$ cat src/rtl/dmab_pkg.sv
package dmab_pkg;

  typedef enum logic [2:0] {
    PH_IDLE = 3'd0,
    PH_S0   = 3'd1,
    PH_S1   = 3'd2,
    PH_S2   = 3'd3,
    PH_S3   = 3'd4,
    PH_S4   = 3'd5,
    PH_S5   = 3'd6
  } phase_e;

  typedef enum logic [1:0] {
    K_DEV = 2'd0,
    K_MRD = 2'd1,
    K_MWR = 2'd2
  } kind_e;

  // strobe window shared by every access type
  function automatic logic strobe_phase(phase_e p);
    return (p == PH_S1) || (p == PH_S2) || (p == PH_S3) || (p == PH_S4);
  endfunction

  // modulo increment of a lane index
  function automatic int unsigned wrap_inc(int unsigned v, int unsigned n);
    return (v + 1 >= n) ? 0 : v + 1;
  endfunction

endpackage

$ cat src/rtl/dmab_req_sampler.sv
module dmab_req_sampler (
  input  logic clk,
  input  logic rst,
  input  logic req_direct,
  input  logic dreq,
  output logic req_eff
);
  logic req_q;

  always_ff @(posedge clk) begin
    if (rst) req_q <= 1'b0;
    else     req_q <= dreq;
  end

  assign req_eff = req_direct ? dreq : req_q;
endmodule

$ cat src/rtl/dmab_seq.sv
module dmab_seq
  import dmab_pkg::*;
(
  input  logic   clk,
  input  logic   rst,
  input  logic   req_eff,
  input  logic   dtack,
  input  logic   fast_term,
  input  logic   pack_en,
  input  logic   dev_src,
  input  logic   last_lane,
  input  logic   vld_any,
  output phase_e ph,
  output kind_e  kind,
  output logic   decide,
  output logic   decide_go,
  output logic   smp_evt,
  output logic   cyc_end
);
  phase_e ph_n;
  kind_e  kind_n;
  logic   cont, cont_n;
  logic   late, late_n;
  logic   fast_dec;

  assign smp_evt   = (kind == K_DEV) && (ph == PH_S3) && dtack;
  assign fast_dec  = (kind == K_DEV) && (ph == PH_S2) && fast_term;
  assign decide    = smp_evt | fast_dec;
  assign decide_go = fast_dec ? ~late : (req_eff & ~late);
  assign cyc_end   = (ph == PH_S5);

  always_comb begin
    ph_n   = ph;
    kind_n = kind;
    cont_n = decide ? decide_go : cont;
    late_n = decide ? (fast_dec & ~req_eff) : late;
    unique case (ph)
      PH_IDLE: begin
        if (req_eff) begin
          ph_n   = PH_S0;
          late_n = 1'b0;
          kind_n = (pack_en && !dev_src && !vld_any) ? K_MRD : K_DEV;
        end
      end
      PH_S0: ph_n = PH_S1;
      PH_S1: ph_n = PH_S2;
      PH_S2: ph_n = fast_dec ? PH_S4 : PH_S3;
      PH_S3: begin
        if (kind != K_DEV || dtack) ph_n = PH_S4;
      end
      PH_S4: ph_n = PH_S5;
      PH_S5: begin
        ph_n = PH_S0;
        unique case (kind)
          K_MRD: kind_n = K_DEV;
          K_MWR: begin
            if (cont) kind_n = K_DEV;
            else      ph_n   = PH_IDLE;
          end
          default: begin
            if (pack_en && dev_src)
              kind_n = (last_lane || !cont) ? K_MWR : K_DEV;
            else if (cont)
              kind_n = (pack_en && last_lane) ? K_MRD : K_DEV;
            else
              ph_n = PH_IDLE;
          end
        endcase
      end
      default: ph_n = PH_IDLE;
    endcase
  end

  always_ff @(posedge clk) begin
    if (rst) begin
      ph   <= PH_IDLE;
      kind <= K_DEV;
      cont <= 1'b0;
      late <= 1'b0;
    end else begin
      ph   <= ph_n;
      kind <= kind_n;
      cont <= cont_n;
      late <= late_n;
    end
  end
endmodule

$ cat src/rtl/dmab_pack.sv
module dmab_pack
  import dmab_pkg::*;
#(
  parameter  int BYTES = 4,
  parameter  int BW    = 8,
  localparam int LW    = $clog2(BYTES),
  localparam int WW    = BYTES * BW
) (
  input  logic          clk,
  input  logic          rst,
  input  logic          pack_en,
  input  logic          dev_src,
  input  kind_e         kind,
  input  logic          cyc_end,
  input  logic [BW-1:0] dev_rdata,
  input  logic [WW-1:0] mem_rdata,
  output logic [WW-1:0] hold_q,
  output logic [BYTES-1:0] vld,
  output logic [LW-1:0] lane,
  output logic          last_lane,
  output logic          vld_any,
  output logic [BW-1:0] dev_byte
);
  logic end_dev, end_mrd, end_mwr;

  assign end_dev   = cyc_end && (kind == K_DEV) && pack_en;
  assign end_mrd   = cyc_end && (kind == K_MRD);
  assign end_mwr   = cyc_end && (kind == K_MWR);
  assign last_lane = (int'(lane) == BYTES - 1);
  assign vld_any   = |vld;
  assign dev_byte  = hold_q[int'(lane)*BW +: BW];

  for (genvar g = 0; g < BYTES; g++) begin : g_lane
    always_ff @(posedge clk) begin
      if (rst) begin
        hold_q[g*BW +: BW] <= '0;
        vld[g]             <= 1'b0;
      end else if (end_mrd) begin
        hold_q[g*BW +: BW] <= mem_rdata[g*BW +: BW];
        vld[g]             <= 1'b1;
      end else if (end_mwr) begin
        vld[g] <= 1'b0;
      end else if (end_dev && int'(lane) == g) begin
        if (dev_src) begin
          hold_q[g*BW +: BW] <= dev_rdata;
          vld[g]             <= 1'b1;
        end else begin
          vld[g] <= 1'b0;
        end
      end
    end
  end

  always_ff @(posedge clk) begin
    if (rst)                     lane <= '0;
    else if (end_mrd || end_mwr) lane <= '0;
    else if (end_dev)            lane <= LW'(wrap_inc(int'(lane), BYTES));
  end
endmodule

$ cat src/rtl/dmab_burst_ctrl.sv
module dmab_burst_ctrl
  import dmab_pkg::*;
#(
  parameter  int BYTES = 4,
  parameter  int BW    = 8,
  localparam int LW    = $clog2(BYTES),
  localparam int WW    = BYTES * BW
) (
  input  logic             clk,
  input  logic             rst,
  input  logic             req_direct,
  input  logic             pack_en,
  input  logic             dev_src,
  input  logic             fast_term,
  input  logic             dreq,
  input  logic             dtack,
  input  logic [BW-1:0]    dev_rdata,
  input  logic [WW-1:0]    mem_rdata,
  output logic             dack,
  output logic             mem_rd,
  output logic             mem_wr,
  output logic [WW-1:0]    mem_wdata,
  output logic [BYTES-1:0] mem_be,
  output logic [BW-1:0]    dev_wdata,
  output logic [LW-1:0]    lane,
  output logic [2:0]       bus_state
);
  phase_e ph;
  kind_e  kind;
  logic   req_eff, decide, decide_go, smp_evt, cyc_end;
  logic   last_lane, vld_any;

  dmab_req_sampler u_smp (
    .clk(clk), .rst(rst), .req_direct(req_direct), .dreq(dreq), .req_eff(req_eff)
  );

  dmab_seq u_seq (
    .clk(clk), .rst(rst), .req_eff(req_eff), .dtack(dtack), .fast_term(fast_term),
    .pack_en(pack_en), .dev_src(dev_src), .last_lane(last_lane), .vld_any(vld_any),
    .ph(ph), .kind(kind), .decide(decide), .decide_go(decide_go),
    .smp_evt(smp_evt), .cyc_end(cyc_end)
  );

  dmab_pack #(.BYTES(BYTES), .BW(BW)) u_pack (
    .clk(clk), .rst(rst), .pack_en(pack_en), .dev_src(dev_src), .kind(kind),
    .cyc_end(cyc_end), .dev_rdata(dev_rdata), .mem_rdata(mem_rdata),
    .hold_q(mem_wdata), .vld(mem_be), .lane(lane), .last_lane(last_lane),
    .vld_any(vld_any), .dev_byte(dev_wdata)
  );

  assign dack      = (kind == K_DEV) && strobe_phase(ph);
  assign mem_rd    = (kind == K_MRD) && strobe_phase(ph);
  assign mem_wr    = (kind == K_MWR) && strobe_phase(ph);
  assign bus_state = ph;
endmodule

$ cat config.mk
export PLATFORM = sky130hd
export DESIGN_NAME = dmab_burst_ctrl
export DESIGN_NICKNAME = d
export VERILOG_FILES = /design/src/rtl/dmab_pkg.sv /design/src/rtl/dmab_req_sampler.sv /design/src/rtl/dmab_seq.sv /design/src/rtl/dmab_pack.sv /design/src/rtl/dmab_burst_ctrl.sv
export SDC_FILE = /design/constraint.sdc
export NUM_CORES = 1
export LEC_CHECK = 0
export ABC_AREA = 1
export ABC_CLOCK_PERIOD_IN_PS = 2050
export CAP_MARGIN = 20
export CORE_AREA = 8 8 92 94
export CTS_CLUSTER_SIZE = 12
export DETAILED_ROUTE_END_ITERATION = 8
export DIE_AREA = 0 0 100 102
export PLACE_DENSITY = 0.79
export SYNTH_ARGS = -nofsm -noshare
export SYNTH_HDL_FRONTEND = slang
export SYNTH_SLANG_ARGS = --single-unit
$ cat constraint.sdc
create_clock -name clk -period 2.05 [get_ports clk]
set_clock_uncertainty 0.15 [all_clocks]
set_input_delay 0.41 -clock clk [delete_from_list [all_inputs] [get_ports clk]]
set_output_delay 0.41 -clock clk [all_outputs]
set_load 0.01 [all_outputs]
==> qor.yml <==
status:
  outcome: "finished clean"
setup_path:
  worstPathMaxFanout: 6
  r2r_setup_slack_ns: 0.14
  path_delay_family: "buffers and inverters"
  crit_chain: "clkinvlp_4 -> buf_6 -> o21ai_0 -> a21oi_1 -> a21oi_1 -> buf_2"
  startpoint_type: "flip-flop"
  reg2regPathDepth: 9
  cp_num_buf_inv: 3
  path_class: "flip-flop to primary output"
  critPathMostFrequentCell: "a21oi_1"
  worst_r2r_endpoint: "u_pack.hold_q[1]"
  crit_arrival_ns: 1.46
  critPathCaptureType: "primary output"
  timing.rr.start: "u_pack.lane[1]"
  crit_slowest_cell: "dfxtp_4"
  max_stage_delay_ns: 0.39
  crit_cells: 6
  worstPathRequired_ns: 1.49
synth:
  synth-simple-area-share_pct: 44.5
  yosysWarnings: 0
  syn_nets: 530
  ys_types: 18
  yosysTopAreaCellShare_pct: 33.3
  syn_area_per_cell_um2: 5.81
  synth-seq-cells: 46
  ys_seq_area_share_pct: 33.3
  async_flop_share_pct: 0
  synth-compound-area-share_pct: 8.52
  synthMuxAreaShare_pct: 0
  netlist_instances: 475
  synth_area_leaders: "dfxtp_1, nand2_1, nor2_1"
  synth_xor_area_share_pct: 0
  synth.largest_area_cell: "dfxtp_1"
  synthesis.area_um2: 2760
  synth_top_family_by_area: "simple AND/OR/NAND/NOR gates"
  synth-edff-count: 0
  synthFlopType: "dfxtp_1"
  synthMostInstantiatedCell: "nand2_1"
  synthAdderAreaFrac_pct: 3.17
  synth_common_cells: "nand2_1, nor2_1, inv_1"
global_route:
  antenna_found_initial: 0
  grt_remaining_overflow: 0
  grt_start_max_net_pins: 35
  top_usage_layer: "met2"
  grt_use_total_pct: 19.2
  grt_util_met1_pct: 21.5
  grtUsageMet3_pct: 4.90
  met2_usage_pct: 33.8
  grt_pass1_vias: 3253
  grt_pass1_wl_um: 15500
clock_network:
  clock-sinks: 46
  cts_buffers: 5
  clkTransAtPathRegs_ns: 0.09
  clock_latency_ns: 0.30
  cts_tree: "done"
  htreeDepth: 2
  ctsHoldBuffers: 0
  cts_max_path_buffers: 2
  root_buffer: "clkbuf_8"
pwr:
  vdd_ir_drop_max_uv: 268
  power_density_nw_per_um2: 454
  leakagePower_nw: 1.97
floorplanning:
  start_util_pct: 39.1
  io_pins: 100
  rows: 31
  die_w_um: 100
  die-height_um: 102
  dieArea_um2: 10200
  core_um2: 7060
detailed_routing:
  wire_per_inst_um: 14.3
  via_count: 3412
  ant_nets: 0
  post-route-drc-count: 0
  wl_um: 9950
  drt_pass1_iterations: 6
  vias_per_cell: 4.91
  drtIter0Drc: 173
final_layout:
  num_antenna_cells: 0
  layout-drive-gt1-share_pct: 12.4
  area_growth_syn_to_layout_pct: 51.1
  ff_latch_area_um2: 931
  final_nets: 650
  multi_input_area_um2: 1620
  fillerInstances: 694
hold_path:
  hold_depth: 2
  hp-start: "u_seq.late"
  holdPathEnd: "u_seq.late"
  min_path_type: "flip-flop to flip-flop"
placed_design:
  dp_hpwl_um: 7600
  preCtsSetupSlack_ns: -0.138
  place_congestion: 0.896
  io_buffers: 99
timing:
  drv_slew: 0
  worst_slack_ns: 0.0333
  min_period_over_period_pct: 98.4
  worst_slew_pin_slew_ns: 0.371
  setup_violations: 0
  finalCriticalPeriod_ns: 2.02
  grt_setup_unrepaired: "false"
  hold_slack_ns: 0.349
  hold_viol_final: 0
  slew_headroom_pct: 75.3
  max_freq_mhz: 496
run:
  cap_violations: 0
## kinds of logic (layout without fill, tap and decap cells)
group,count (synthesis),after routing
AO/OA/AOI/OAI,47,47
AND/OR/NAND/NOR,300,300
adder cells (fa/ha/maj),7,7
flip-flops,46,46
buffers and inverters,75,196
## sequential cells by signal, indices dropped and copies added, names as in the netlist
register	flops
u_smp.req_q	1
u_seq.cont	1
u_pack.hold_q	32
u_seq.late	1
u_seq.kind	2
u_seq.ph	3
u_pack.vld	4
u_pack.lane	2
## routing by layer
layer | up-vias | routed length (µm)
met1 | 1528 | 3960
met3 | 18 | 801
met2 | 155 | 4930
met4 | 0 | 261
met5 | - | 0
li1 | 1711 | -
## area by class of cell
class	count	area share (%)
sequential	46	22.3
clock inverter	1	0.120
timing repair buffer	128	28.1
tap	99	2.97
clock buffer	7	2.07
multi-input combinational	354	38.8
timing repair inverter	1	0.180
inverter	59	5.46
## timing repair
item | CTS | global route
buffers inserted | 5 | 0
gates cloned | 1 | 0
pin swaps | 0 | 0
resized for setup | 42 | 30
endpoints found under the setup margin | 11 | 47
## worst min-delay path, stage by stage (launching register included)
cell,delay [ns]
dfxtp_1,0.31
nand4_1,0.09
a21oi_1,0.06
## metrics by stage
stage	std cells	TNS (ns)	util, %	power, W	cell area [µm²]
global route	695	0	59.1	0.00199	4170
finish	695	0	59.1	0.00190	4170
floorplan	475	0	-	0.00112	2760
detailed placement	681	-2.99	56.5	0.00131	3990
global placement	681	-0.570	56.5	0.00130	3990
CTS	695	0	58.3	0.00189	4120
## cells in the final DEF (no fill, tap or decap), drive strengths merged
| cell | netlist | layout |
|---|---|---|
| dlygate4sd2 | 0 | 3 |
| clkdlybuf4s50 | 0 | 88 |
| nor2 | 99 | 99 |
| nand4 | 3 | 3 |
| nand2 | 144 | 144 |
| buf | 6 | 36 |
| clkbuf | 10 | 8 |
| inv | 58 | 57 |
| dfxtp | 46 | 46 |
| clkinvlp | 0 | 2 |
| nand3 | 51 | 51 |
| a21oi | 35 | 35 |
| nor3 | 2 | 2 |
| ha | 7 | 7 |
| o21ai | 12 | 12 |
| nand3b | 1 | 1 |
| clkinv | 1 | 2 |
## power breakdown
group          total [W]  switching [W]  internal [W]
Clock           0.000581       0.000308      0.000273
Combinational   0.000381       0.000188      0.000193
Sequential      0.000934      0.0000216      0.000913
## how the worst max path moves through the flow
stage	end	from	slack (ns)
floorplan	u_pack.vld[0]	u_pack.lane[0]	0.03
finish	dev_wdata[2]	u_pack.lane[1]	0.03
detailed placement	u_pack.hold_q[29]	pack_en	-0.14
global route	dev_wdata[1]	u_pack.lane[1]	0.0003
CTS	u_pack.hold_q[5]	u_pack.lane[1]	0.02
global placement	dev_wdata[2]	u_pack.lane[1]	-0.05
Power figures use the tool's default switching activity.
